## config.mk

```make
export PLATFORM = sky130hd
export DESIGN_NAME = txdc_top
export DESIGN_NICKNAME = d
export VERILOG_FILES = /design/src/rtl/txdc_pkg.sv /design/src/rtl/txdc_meter.sv /design/src/rtl/txdc_history.sv /design/src/rtl/txdc_judge.sv /design/src/rtl/txdc_top.sv
export SDC_FILE = /design/constraint.sdc
export NUM_CORES = 1
export LEC_CHECK = 0
export BUFFER_PORTS_ARGS = -buffer_cell sky130_fd_sc_hd__clkbuf_2
export CORE_ASPECT_RATIO = 1.25
export CORE_UTILIZATION = 46
export CTS_CLUSTER_DIAMETER = 120
export CTS_CLUSTER_SIZE = 16
export DETAILED_ROUTE_END_ITERATION = 8
export HOLD_SLACK_MARGIN = 0.03
export PLACE_DENSITY = 0.73
export SLEW_MARGIN = 25
export SYNTH_ARGS = -nofsm -noshare
export SYNTH_HDL_FRONTEND = slang
export SYNTH_SLANG_ARGS = --single-unit
```

## constraint.sdc

```tcl
create_clock -name clk -period 1.2 [get_ports clk]
set_input_delay 0.12 -clock clk [delete_from_list [all_inputs] [get_ports clk]]
set_output_delay 0.12 -clock clk [all_outputs]
set_load 0.02 [all_outputs]
```

## src/rtl/txdc_pkg.sv

```systemverilog
package txdc_pkg;
  localparam int unsigned TQ_W   = 7;
  localparam int unsigned TQ_MAX = (1 << TQ_W) - 1;

  typedef logic [TQ_W-1:0] tq_t;

  typedef struct packed {
    logic bit_val;
    tq_t  due;
  } slot_t;
endpackage

```

## src/rtl/txdc_meter.sv

```systemverilog
module txdc_meter
  import txdc_pkg::*;
(
  input  logic clk,
  input  logic rst_n,
  input  logic tq_en,
  input  logic init,
  input  logic comp_en,
  input  logic fdf_edge,
  input  logic rx_level,
  output tq_t  delay_val
);
  typedef enum logic {M_IDLE, M_RUN} mst_t;

  mst_t st_q, st_d;
  tq_t  cnt_q, cnt_d;
  tq_t  val_q, val_d;
  logic rx_prev_q, rx_prev_d;
  logic rx_fall;

  assign rx_fall = rx_prev_q & ~rx_level;

  always_comb begin
    st_d      = st_q;
    cnt_d     = cnt_q;
    val_d     = val_q;
    rx_prev_d = rx_prev_q;
    if (tq_en) begin
      rx_prev_d = rx_level;
      if (init) begin
        st_d  = M_IDLE;
        cnt_d = '0;
        val_d = '0;
      end else begin
        case (st_q)
          M_IDLE: begin
            if (comp_en && fdf_edge) begin
              st_d  = M_RUN;
              cnt_d = tq_t'(1);
            end
          end
          M_RUN: begin
            if (rx_fall) begin
              val_d = cnt_q;
              st_d  = M_IDLE;
            end else if (cnt_q == tq_t'(TQ_MAX)) begin
              val_d = cnt_q;
              st_d  = M_IDLE;
            end else begin
              cnt_d = cnt_q + 1'b1;
            end
          end
          default: st_d = M_IDLE;
        endcase
      end
    end
  end

  always_ff @(posedge clk or negedge rst_n) begin
    if (!rst_n) begin
      st_q      <= M_IDLE;
      cnt_q     <= '0;
      val_q     <= '0;
      rx_prev_q <= 1'b1;
    end else begin
      st_q      <= st_d;
      cnt_q     <= cnt_d;
      val_q     <= val_d;
      rx_prev_q <= rx_prev_d;
    end
  end

  assign delay_val = val_q;

  // an init quantum leaves the reported value at zero
  p_init_clear_r1: assert property (@(posedge clk) disable iff (!rst_n)
    (tq_en && init) |=> (delay_val == '0));

  // without a running measurement the reported value does not move
  p_hold_idle_r4: assert property (@(posedge clk) disable iff (!rst_n)
    (tq_en && !init && st_q == M_IDLE) |=> $stable(delay_val));

  // a running count never wraps back to zero
  p_no_wrap_r3: assert property (@(posedge clk) disable iff (!rst_n)
    (st_q == M_RUN) |-> (cnt_q != '0));
endmodule

```

## src/rtl/txdc_history.sv

```systemverilog
module txdc_history
  import txdc_pkg::*;
#(
  parameter int unsigned DEPTH = 8
) (
  input  logic clk,
  input  logic rst_n,
  input  logic tq_en,
  input  logic active,
  input  logic bit_start,
  input  logic tx_level,
  input  tq_t  ssp,
  output logic chk_vld,
  output logic chk_bit
);
  localparam int unsigned AW = (DEPTH > 1) ? $clog2(DEPTH) : 1;
  localparam int unsigned CW = AW + 1;

  typedef logic [AW-1:0] ptr_t;
  typedef logic [CW-1:0] cnt_t;

  slot_t mem_q [DEPTH];
  tq_t   now_q, now_d;
  ptr_t  rd_q, rd_d, wr_q, wr_d;
  cnt_t  n_q, n_d;
  logic  want_push, push, pop;
  tq_t   due_w;

  function automatic ptr_t ptr_next(input ptr_t p);
    return (p == ptr_t'(DEPTH - 1)) ? '0 : p + 1'b1;
  endfunction

  always_comb begin
    want_push = tq_en & active & bit_start;
    push      = want_push & (n_q != cnt_t'(DEPTH));
    pop       = tq_en & active & (n_q != '0) & (mem_q[rd_q].due == now_q);
    due_w     = now_q + ssp;
    now_d     = tq_en ? now_q + 1'b1 : now_q;
    rd_d      = rd_q;
    wr_d      = wr_q;
    n_d       = n_q;
    if (tq_en && !active) begin
      rd_d = '0;
      wr_d = '0;
      n_d  = '0;
    end else begin
      if (push) wr_d = ptr_next(wr_q);
      if (pop)  rd_d = ptr_next(rd_q);
      n_d = n_q + cnt_t'(push) - cnt_t'(pop);
    end
  end

  always_ff @(posedge clk or negedge rst_n) begin
    if (!rst_n) begin
      now_q <= '0;
      rd_q  <= '0;
      wr_q  <= '0;
      n_q   <= '0;
    end else begin
      now_q <= now_d;
      rd_q  <= rd_d;
      wr_q  <= wr_d;
      n_q   <= n_d;
    end
  end

  always_ff @(posedge clk) begin
    if (push) mem_q[wr_q] <= '{bit_val: tx_level, due: due_w};
  end

  assign chk_vld = pop;
  assign chk_bit = mem_q[rd_q].bit_val;

  // a legal configuration never launches into a full queue
  p_no_overflow_r8: assert property (@(posedge clk) disable iff (!rst_n)
    want_push |-> (n_q != cnt_t'(DEPTH)));

  // compares only happen inside an active data phase
  p_check_active_r7: assert property (@(posedge clk) disable iff (!rst_n)
    chk_vld |-> (active && tq_en));
endmodule

```

## src/rtl/txdc_judge.sv

```systemverilog
module txdc_judge (
  input  logic clk,
  input  logic rst_n,
  input  logic tq_en,
  input  logic active,
  input  logic chk_vld,
  input  logic chk_bit,
  input  logic rx_level,
  input  logic sample_pt,
  output logic bit_err
);
  logic pend_q, pend_d;
  logic err_q, err_d;
  logic mismatch;

  assign mismatch = chk_vld & (chk_bit ^ rx_level);

  always_comb begin
    pend_d = pend_q;
    err_d  = 1'b0;
    if (tq_en) begin
      if (sample_pt) begin
        err_d  = pend_q;
        pend_d = mismatch;
      end else if (mismatch) begin
        pend_d = 1'b1;
      end
      if (!active) pend_d = 1'b0;
    end
  end

  always_ff @(posedge clk or negedge rst_n) begin
    if (!rst_n) begin
      pend_q <= 1'b0;
      err_q  <= 1'b0;
    end else begin
      pend_q <= pend_d;
      err_q  <= err_d;
    end
  end

  assign bit_err = err_q;

  // a report only follows a regular sample point quantum
  p_report_at_sp_r6: assert property (@(posedge clk) disable iff (!rst_n)
    bit_err |-> $past(tq_en && sample_pt));

  // a pending error only arises from a compare that failed
  p_pend_cause_r6: assert property (@(posedge clk) disable iff (!rst_n)
    $rose(pend_q) |-> $past(chk_vld && (chk_bit != rx_level)));
endmodule

```

## src/rtl/txdc_top.sv

```systemverilog
module txdc_top
  import txdc_pkg::*;
#(
  parameter int unsigned QDEPTH = 8
) (
  input  logic            clk,
  input  logic            rst_n,
  input  logic            tq_en,
  input  logic            init,
  input  logic            comp_en,
  input  logic [TQ_W-1:0] tdc_offset,
  input  logic            tx_level,
  input  logic            rx_level,
  input  logic            fdf_edge,
  input  logic            bit_start,
  input  logic            data_phase,
  input  logic            sample_pt,
  output logic [TQ_W-1:0] delay_val,
  output logic            bit_err
);
  logic [1:0] rs_q;
  logic       rst_s_n;

  always_ff @(posedge clk or negedge rst_n) begin
    if (!rst_n) rs_q <= '0;
    else        rs_q <= {rs_q[0], 1'b1};
  end
  assign rst_s_n = rs_q[1];

  tq_t           meas_w;
  logic [TQ_W:0] sum_w;
  tq_t           ssp_w;
  logic          active_w;
  logic          chk_vld_w, chk_bit_w;

  always_comb begin
    sum_w = {1'b0, meas_w} + {1'b0, tdc_offset};
    if (sum_w > {1'b0, tq_t'(TQ_MAX)}) ssp_w = tq_t'(TQ_MAX);
    else if (sum_w == '0)              ssp_w = tq_t'(1);
    else                               ssp_w = sum_w[TQ_W-1:0];
    active_w = comp_en & data_phase & ~init;
  end

  txdc_meter u_meter (
    .clk       (clk),
    .rst_n     (rst_s_n),
    .tq_en     (tq_en),
    .init      (init),
    .comp_en   (comp_en),
    .fdf_edge  (fdf_edge),
    .rx_level  (rx_level),
    .delay_val (meas_w)
  );

  txdc_history #(.DEPTH(QDEPTH)) u_hist (
    .clk       (clk),
    .rst_n     (rst_s_n),
    .tq_en     (tq_en),
    .active    (active_w),
    .bit_start (bit_start),
    .tx_level  (tx_level),
    .ssp       (ssp_w),
    .chk_vld   (chk_vld_w),
    .chk_bit   (chk_bit_w)
  );

  txdc_judge u_judge (
    .clk       (clk),
    .rst_n     (rst_s_n),
    .tq_en     (tq_en),
    .active    (active_w),
    .chk_vld   (chk_vld_w),
    .chk_bit   (chk_bit_w),
    .rx_level  (rx_level),
    .sample_pt (sample_pt),
    .bit_err   (bit_err)
  );

  assign delay_val = meas_w;

  // the compare point stays inside the 1..127 quantum window
  p_ssp_window_r5: assert property (@(posedge clk) disable iff (!rst_s_n)
    (ssp_w != '0) && ({1'b0, ssp_w} <= sum_w || sum_w == '0));
endmodule

```

==> run metrics, run 1 <==
Core Util, Final between 60 and 70%; WL/cell around 18 um; P_int roughly 7600 uW; total power 10600 uW; maximum clock path buffer count 2; syn_nets 387; first-pass GRT wire length approximately 17000 um; Final #Nets a little over 500; die area about 11000 um^2; DRC viols 0; synth unique cells 42; CTS Buf Count 9; Total Wirelength 11200 um; drt first pass iters 5; CP Launch Point u_meter.delay_val[0]; worst-path maximum fanout 8; Initial Util 47.3%; number of port buffers 25; Hold Path Class input pin to flip-flop; n_diodes 0; layout cells sized above 1 50.1%; CP Data Arrival Time around 3.7 ns; maximum vdd drop 0.00104 V; largest net degree at the start of global routing 23; fin crit share 297%; number of global-route vias before repair 3442; setup TNS -164.25 ns; clock slew at reported path FFs 0.07 ns; TritonCTS clock tree done; RR Startpoint u_meter.delay_val[0]; worst setup margin -2.36 ns; ys async rst share ~37%; antenna viol nets, final 0; hold_sp tx_level; vias after detailed routing 3237; GRT Util Overall 21.9%; Fillers 647; Clock Tree Root clkbuf_16; Setup CP Type flip-flop to flip-flop; power share of the sequential group 43.4%; Warnings, synthesis 0; status complete, but fails checks; proportion of power drawn by combinational gates 28.8%; EDFF count, synth 64; endpoint class of the critical path flip-flop; clock skew approximately 0.0087 ns; Post-Synthesis Cell Area approximately 4800 um^2; critical path endpoint u_hist.mem_q[7][6]; Num Clock Sinks 101; IO Count 26; syn avg cell area 14.0 um^2; max cap viols 0; ys flop type edfxtp_1; post-synthesis register bit count 101; Gate Count Post-Synth between 300 and 400; P_leak roughly 0.0027 uW; Core Area 10100 um^2; RSZ-0062 raised after global routing yes; Clk pwr share 27.8%; Rows 41; Critical Path RT between 1 and 1.5 ns; switch share 28.5%; layout overhead on the synthesized area 41.9%; Critical Path Source Type flip-flop; Die Width 93.2 um; Slew Limit Fails 0; Worst R2R Setup Slack -2.36 ns; placed insts 570; fin crit period between 3 and 4 ns; Worst-Skew Late Latency 0.35 ns; die outline height 116 um; cell depth of the worst flop-to-flop path 19; fmax approximately 280 MHz; power per cell area 1560 nW/um^2; Net Switching 3020 uW; initial antenna violation count 0; Layout Cells excl Fill 606; initial drt markers about 210; dpl hpwl around 7600 um; Final Hold Viols 0; # setup viols final 150; violations in the final reports negative setup slack; gr ovfl total 0; H-tree depth 3; Vias per Instance between 5 and 6; worst r2r dst u_hist.mem_q[7][6]; RePlAce Congestion 0.776; sequential area share after synthesis between 50% and 60%
## worst max-delay path, cell delays in order (launching register included)
cell,delay [ns]
dfrtp_2,0.39
ha_4,0.14
inv_2,0.03
fa_2,0.35
nor2b_2,0.14
o21ai_2,0.07
a21oi_2,0.15
o21a_1,0.18
nor3_2,0.06
nor2_1,0.13
o311ai_2,0.12
ha_2,0.22
fa_2,0.36
a21oi_2,0.12
nor2_1,0.04
nor2_1,0.14
o21bai_1,0.11
a21oi_2,0.17
xnor2_2,0.10
xnor2_2,0.32
## state kept, by name, summed over array words and instances, names as in the netlist
name / flops
u_hist.now_q: 7
u_meter.rx_prev_q: 1
u_meter.st_q: 1
u_hist.wr_q: 3
u_hist.n_q: 4
u_hist.rd_q: 3
u_hist.mem_q: 64
u_judge.pend_q: 1
rs_q: 2
u_judge.bit_err: 1
u_meter.delay_val: 7
u_meter.cnt_q: 7
## worst min-delay path by stage
stage	end	slack [ns]	cells after the start
2_1_floorplan	rs_q[0]	-0.18	0
3_3_place_gp	rs_q[0]	-0.09	1
3_5_place_dp	rs_q[0]	-0.09	1
4_1_cts	u_hist.mem_q[4][7]	0.05	1
5_1_grt	u_hist.mem_q[4][7]	0.06	1
6_report	u_hist.mem_q[4][7]	0.06	1
## layout by cell type (no fill, tap or decap), drive strengths merged, types with 3 or more instances in the layout
cell / count
inv: 21
clkbuf: 33
o21a: 3
xor2: 11
a22o: 8
nand3: 5
mux4: 16
buf: 102
a21o: 4
o21ai: 11
edfxtp: 64
nor2: 24
nor2b: 3
mux2i: 8
fa: 3
nand2: 24
and3: 4
dfrtp: 36
ha: 25
a21oi: 11
nand4: 5
nor3: 4
nand2b: 5
xnor2: 18
mux2: 3
and2: 3
## stage by stage
step,setup slack (ns),hold WS (ns),area (um^2)
after detailed placement,-2.28,-0.0902,6030
after global placement,-2.13,-0.0943,6030
after floorplan,-2.11,-0.176,5050
after CTS,-2.26,0.0545,6570
final,-2.36,0.0623,6780
after global routing,-2.62,0.0616,6780
## cells by family (layout without fill, tap and decap cells)
logic type | Yosys count | after routing | synth area share (%)
muxes | 27 | 27 | 10.1
and+or+nand+nor | 83 | 83 | 8.56
other | 1 | 1 | 0.0785
buffers and inverters | 26 | 162 | 2.25
AOI/OAI and AO/OA | 46 | 46 | 6.31
xor gates and xnor gates | 29 | 29 | 5.31
DFF | 101 | 101 | 59.6
adders and majority gates | 28 | 28 | 7.80
## power groups by stage
stage | combinational (uW) | clock (uW) | sequential (uW)
2_1_floorplan | 1360 | 0 | 4720
3_3_place_gp | 2370 | 0 | 4650
3_5_place_dp | 2500 | 0 | 4660
4_1_cts | 2770 | 2960 | 4590
5_1_grt | 3290 | 3100 | 4610
6_report | 3050 | 2940 | 4600
## synthesized netlist by cell type, types with 3 or more instances
master	n	area [um^2]
nor2_1	24	90.1
nand3_1	5	25.0
mux4_2	14	315
dfrtp_1	36	901
o21ai_0	9	45.0
inv_1	19	71.3
nor2b_1	3	18.8
ha_1	25	313
a22o_1	8	70.1
clkbuf_1	4	15.0
and3_1	4	25.0
nand4_1	5	31.3
xor2_1	11	96.3
nand2_1	24	90.1
fa_1	3	60.1
mux2i_1	8	80.1
edfxtp_1	64	1920
a21oi_1	11	55.1
o21a_1	3	22.5
and2_1	3	18.8
a21o_1	4	30.0
nor3_1	3	15.0
mux2_2	3	33.8
nand2b_1	5	31.3
xnor2_1	18	158
## cell type report
type                            instances  area, um^2  area share [%]
Multi-Input combinational cell        214        2310            34.1
Clock buffer                           10         229            3.38
Inverter                               19        73.8            1.09
Sequential cell                       101        2850            42.1
Timing Repair Buffer                  127        1090            16.0
Clock inverter                          6        68.8            1.01
Tap cell                              129         161            2.38
## layer usage
layer	share of wire [%]	vias to the layer above	GRT usage (%)	wire length [um]
met2	57	67	41.8	6380
li1	-	1515	-	-
met3	2.5	14	3.35	276
met4	1.8	0	9.03	204
met1	39	1641	24.1	4310
met5	0	-	0	0
## repair_timing
action	CTS	global route
resized for setup	35	33
pin swaps	27	39
endpoints found under the hold margin	3	0
setup buffers	10	15
setup endpoints to repair	148	151
hold buffers	2	0
(Power assumes the default switching activity.)
==> run 2, diff against run 1 <==
Settings changed: CORE_MARGIN set to 10.
==> run 2 against run 1 <==
  * The flow still finishes with violations (negative setup slack)
  * Clock-buffer cell count unchanged
  * Die area increased by 38%
  * Fmax increased by 2.7%
  * Sequential power about the same
  * Non-clock buffer count decreased by 1
  * Total power about the same
  * Largest power group unchanged
  * Core utilization increased by 0.19 points
  * Critical endpoint is now u_hist.mem_q[4][6]
  * Critical path type unchanged
==> run metrics, run 2 (synthesized netlist as in run 1, its figures left out) <==
most frequent cells in the layout 74 x buf_4, 64 x edfxtp_1, 31 x dfrtp_1; antenna viol nets, final 0 (unchanged); Initial Util 47.3% (unchanged); Core Area 10100 um^2 (unchanged); cell depth of the worst flop-to-flop path 19 (unchanged); vias after detailed routing 3214 (-0.71%); P_leak 0.00273 uW (about the same); Final Hold Viols 0 (unchanged); RSZ-0062 raised after global routing yes; GRT Util Overall 14.6% (-7.3 points); maximum vdd drop 0.000829 V (-21%); worst setup margin -2.27 ns (+0.0926 ns); Largest register FFs 64 (unchanged); largest net degree at the start of global routing 22 (-4.3%); multi-input logic area 2340 um^2 (+1.4%); power per cell area 1560 nW/um^2 (-0.32%); # setup viols final 148 (-1.3%); die outline height 134 um (+16%); wl on met1 4530 um (+5.0%); initial drt markers 114 (-47%); Max stage delay cell, worst path dfrtp_2; Net Switching 2990 uW (-1.1%); number of global-route vias before repair 3522 (+2.3%); Die Width 111 um (+19%); dpl hpwl 7980 um (+5.3%); n_diodes 0 (unchanged); Total Wirelength 11500 um (+3.0%); setup TNS -160.18 ns (+4.07 ns); DP Worst Slack -2.25 ns (+0.0298 ns); Clk pwr share 27.0% (-0.8 points); CP Data Arrival Time 3.60 ns (-0.10 ns); IO Count 26 (unchanged); Largest Register u_hist.mem_q; Fillers 657 (+1.5%); switch share 28.2% (-0.31 points); number of port buffers 25 (unchanged); P_int 7600 uW (+0.39%); Clock Tree Root clkbuf_16; WL/cell 19.0 um (+3.2%); initial antenna violation count 0 (unchanged); status complete, but fails checks; slowest stage delay, CP 0.42 ns (+0.03 ns); Vias per Instance 5.31 (-0.55%); fin crit share 289% (-7.7 points); max cap viols 0 (unchanged); clock skew 0.00743 ns (-0.00128 ns); Layout Cells excl Fill 605 (-0.17%); DRC viols 0 (unchanged); top sig layer met4; fmax 288 MHz (+2.7%); maximum clock path buffer count 2 (unchanged); worst-path maximum fanout 8 (unchanged); placed insts 577 (+1.2%); WHS Path Cells 1 (unchanged); Critical Path RT 1.33 ns (about the same); CTS Buf Count 9 (unchanged); Setup CP Type flip-flop to flip-flop; drt first pass iters 4 (-1); Met3 Routed Length 398 um (+44%); power share of the sequential group 43.6% (+0.2 points); commonest non-fill, non-tap cell in the layout buf_4; H-tree depth 3 (unchanged); Critical Path Source Type flip-flop; gr ovfl total 0 (unchanged); worst relative slew slack 65.4%; cell breakdown of the critical path ha_4 -> inv_2 -> fa_2 -> nor2b_1 -> o21ai_1 -> a21oi_1 -> o21a_1 -> o21a_1 -> nor2_2 -> o311ai_2 -> ha_2 -> fa_2 -> a21oi_2 -> nor2_1 -> nor2_1 -> o21bai_1 -> a21oi_2 -> xnor2_2 -> xnor2_2; fin crit period 3.47 ns (-0.0926 ns); die area 14900 um^2 (+38%); placed instance area 6070 um^2 (+0.66%); Rows 41 (unchanged); Num Clock Sinks 101 (unchanged); proportion of power drawn by combinational gates 29.4% (+0.6 points); Slew Limit Fails 0 (unchanged); TritonCTS clock tree done; violations in the final reports negative setup slack; endpoint class of the critical path flip-flop; register area 2860 um^2 (about the same); clock slew at reported path FFs 0.07 ns (about the same); design area 6800 um^2 (+0.28%); Final #Nets 517 (-0.19%); met2 WL post-DR 6400 um (+0.31%); Hold Path Class input pin to flip-flop; first-pass GRT wire length 17500 um (+1.5%); RePlAce Congestion 0.777 (+0.18%); Worst-Skew Late Latency 0.35 ns (about the same); Slew @ Worst Pin approximately 0.52 ns; layout cells sized above 1 50.6% (+0.53 points); layout overhead on the synthesized area 42.3%
## run 2: area by class of cell
cell class	count	area share, %
flip-flops and latches	101	42.0
multi-input cells	214	34.4
repair buffers	126	15.8
clock buffers	10	3.37
well taps	129	2.37
inverters	19	1.09
clock inverters	6	0.938
## run 2: stage by stage
step | utilization [%] | hold WS (ns) | power, uW
finish | 67.3 | 0.0786 | 10600
global route | 67.3 | 0.0790 | 11100
CTS | 65.6 | 0.0651 | 10400
detailed placement | 60.1 | -0.0848 | 7120
global placement | 60.1 | -0.0877 | 7010
floorplan | - | -0.176 | 6090
## run 2: layer usage
layer,vias to the layer above,track usage (%)
met1,1612,15.5
met4,0,5.36
met2,69,27.7
met5,-,0
met3,18,2.99
li1,1515,-
## run 2: final timing paths
path,to,startpoint,slack [ns]
max reg2reg,u_hist.mem_q[4][6],u_meter.delay_val[0],-2.27
max in group asynchronous,u_meter.rx_prev_q,rs_q[1],0.66
min reg2reg,u_meter.cnt_q[3],rs_q[1],0.20
max,u_hist.mem_q[4][6],u_meter.delay_val[0],-2.27
min in group asynchronous,rs_q[1],rst_n,0.10
min,u_hist.mem_q[0][7],tx_level,0.08
## run 2: repair_timing
action	4_1_cts	5_1_grt
hold buffers	1	0
pin swaps	36	40
gates resized for setup	42	33
hold endpoints to repair	2	0
setup endpoints to repair	149	150
buffers inserted	10	8
## run 2: critical path, delay by kind of cell (launching register included)
family	cells	cell delay (ns)
simple gates	4	0.34
compound gates	8	1.13
fa+ha+maj	4	0.91
flops	1	0.42
xor+xnor	2	0.39
buf+inv	1	0.05
## run 2: power by group through the flow
stage / combinational, uW / sequential [uW] / clock, uW
final: 3120 / 4610 / 2860
after detailed placement: 2460 / 4660 / 0
after CTS: 2880 / 4600 / 2900
after global placement: 2360 / 4640 / 0
after floorplan: 1360 / 4720 / 0
after global routing: 3400 / 4630 / 3030
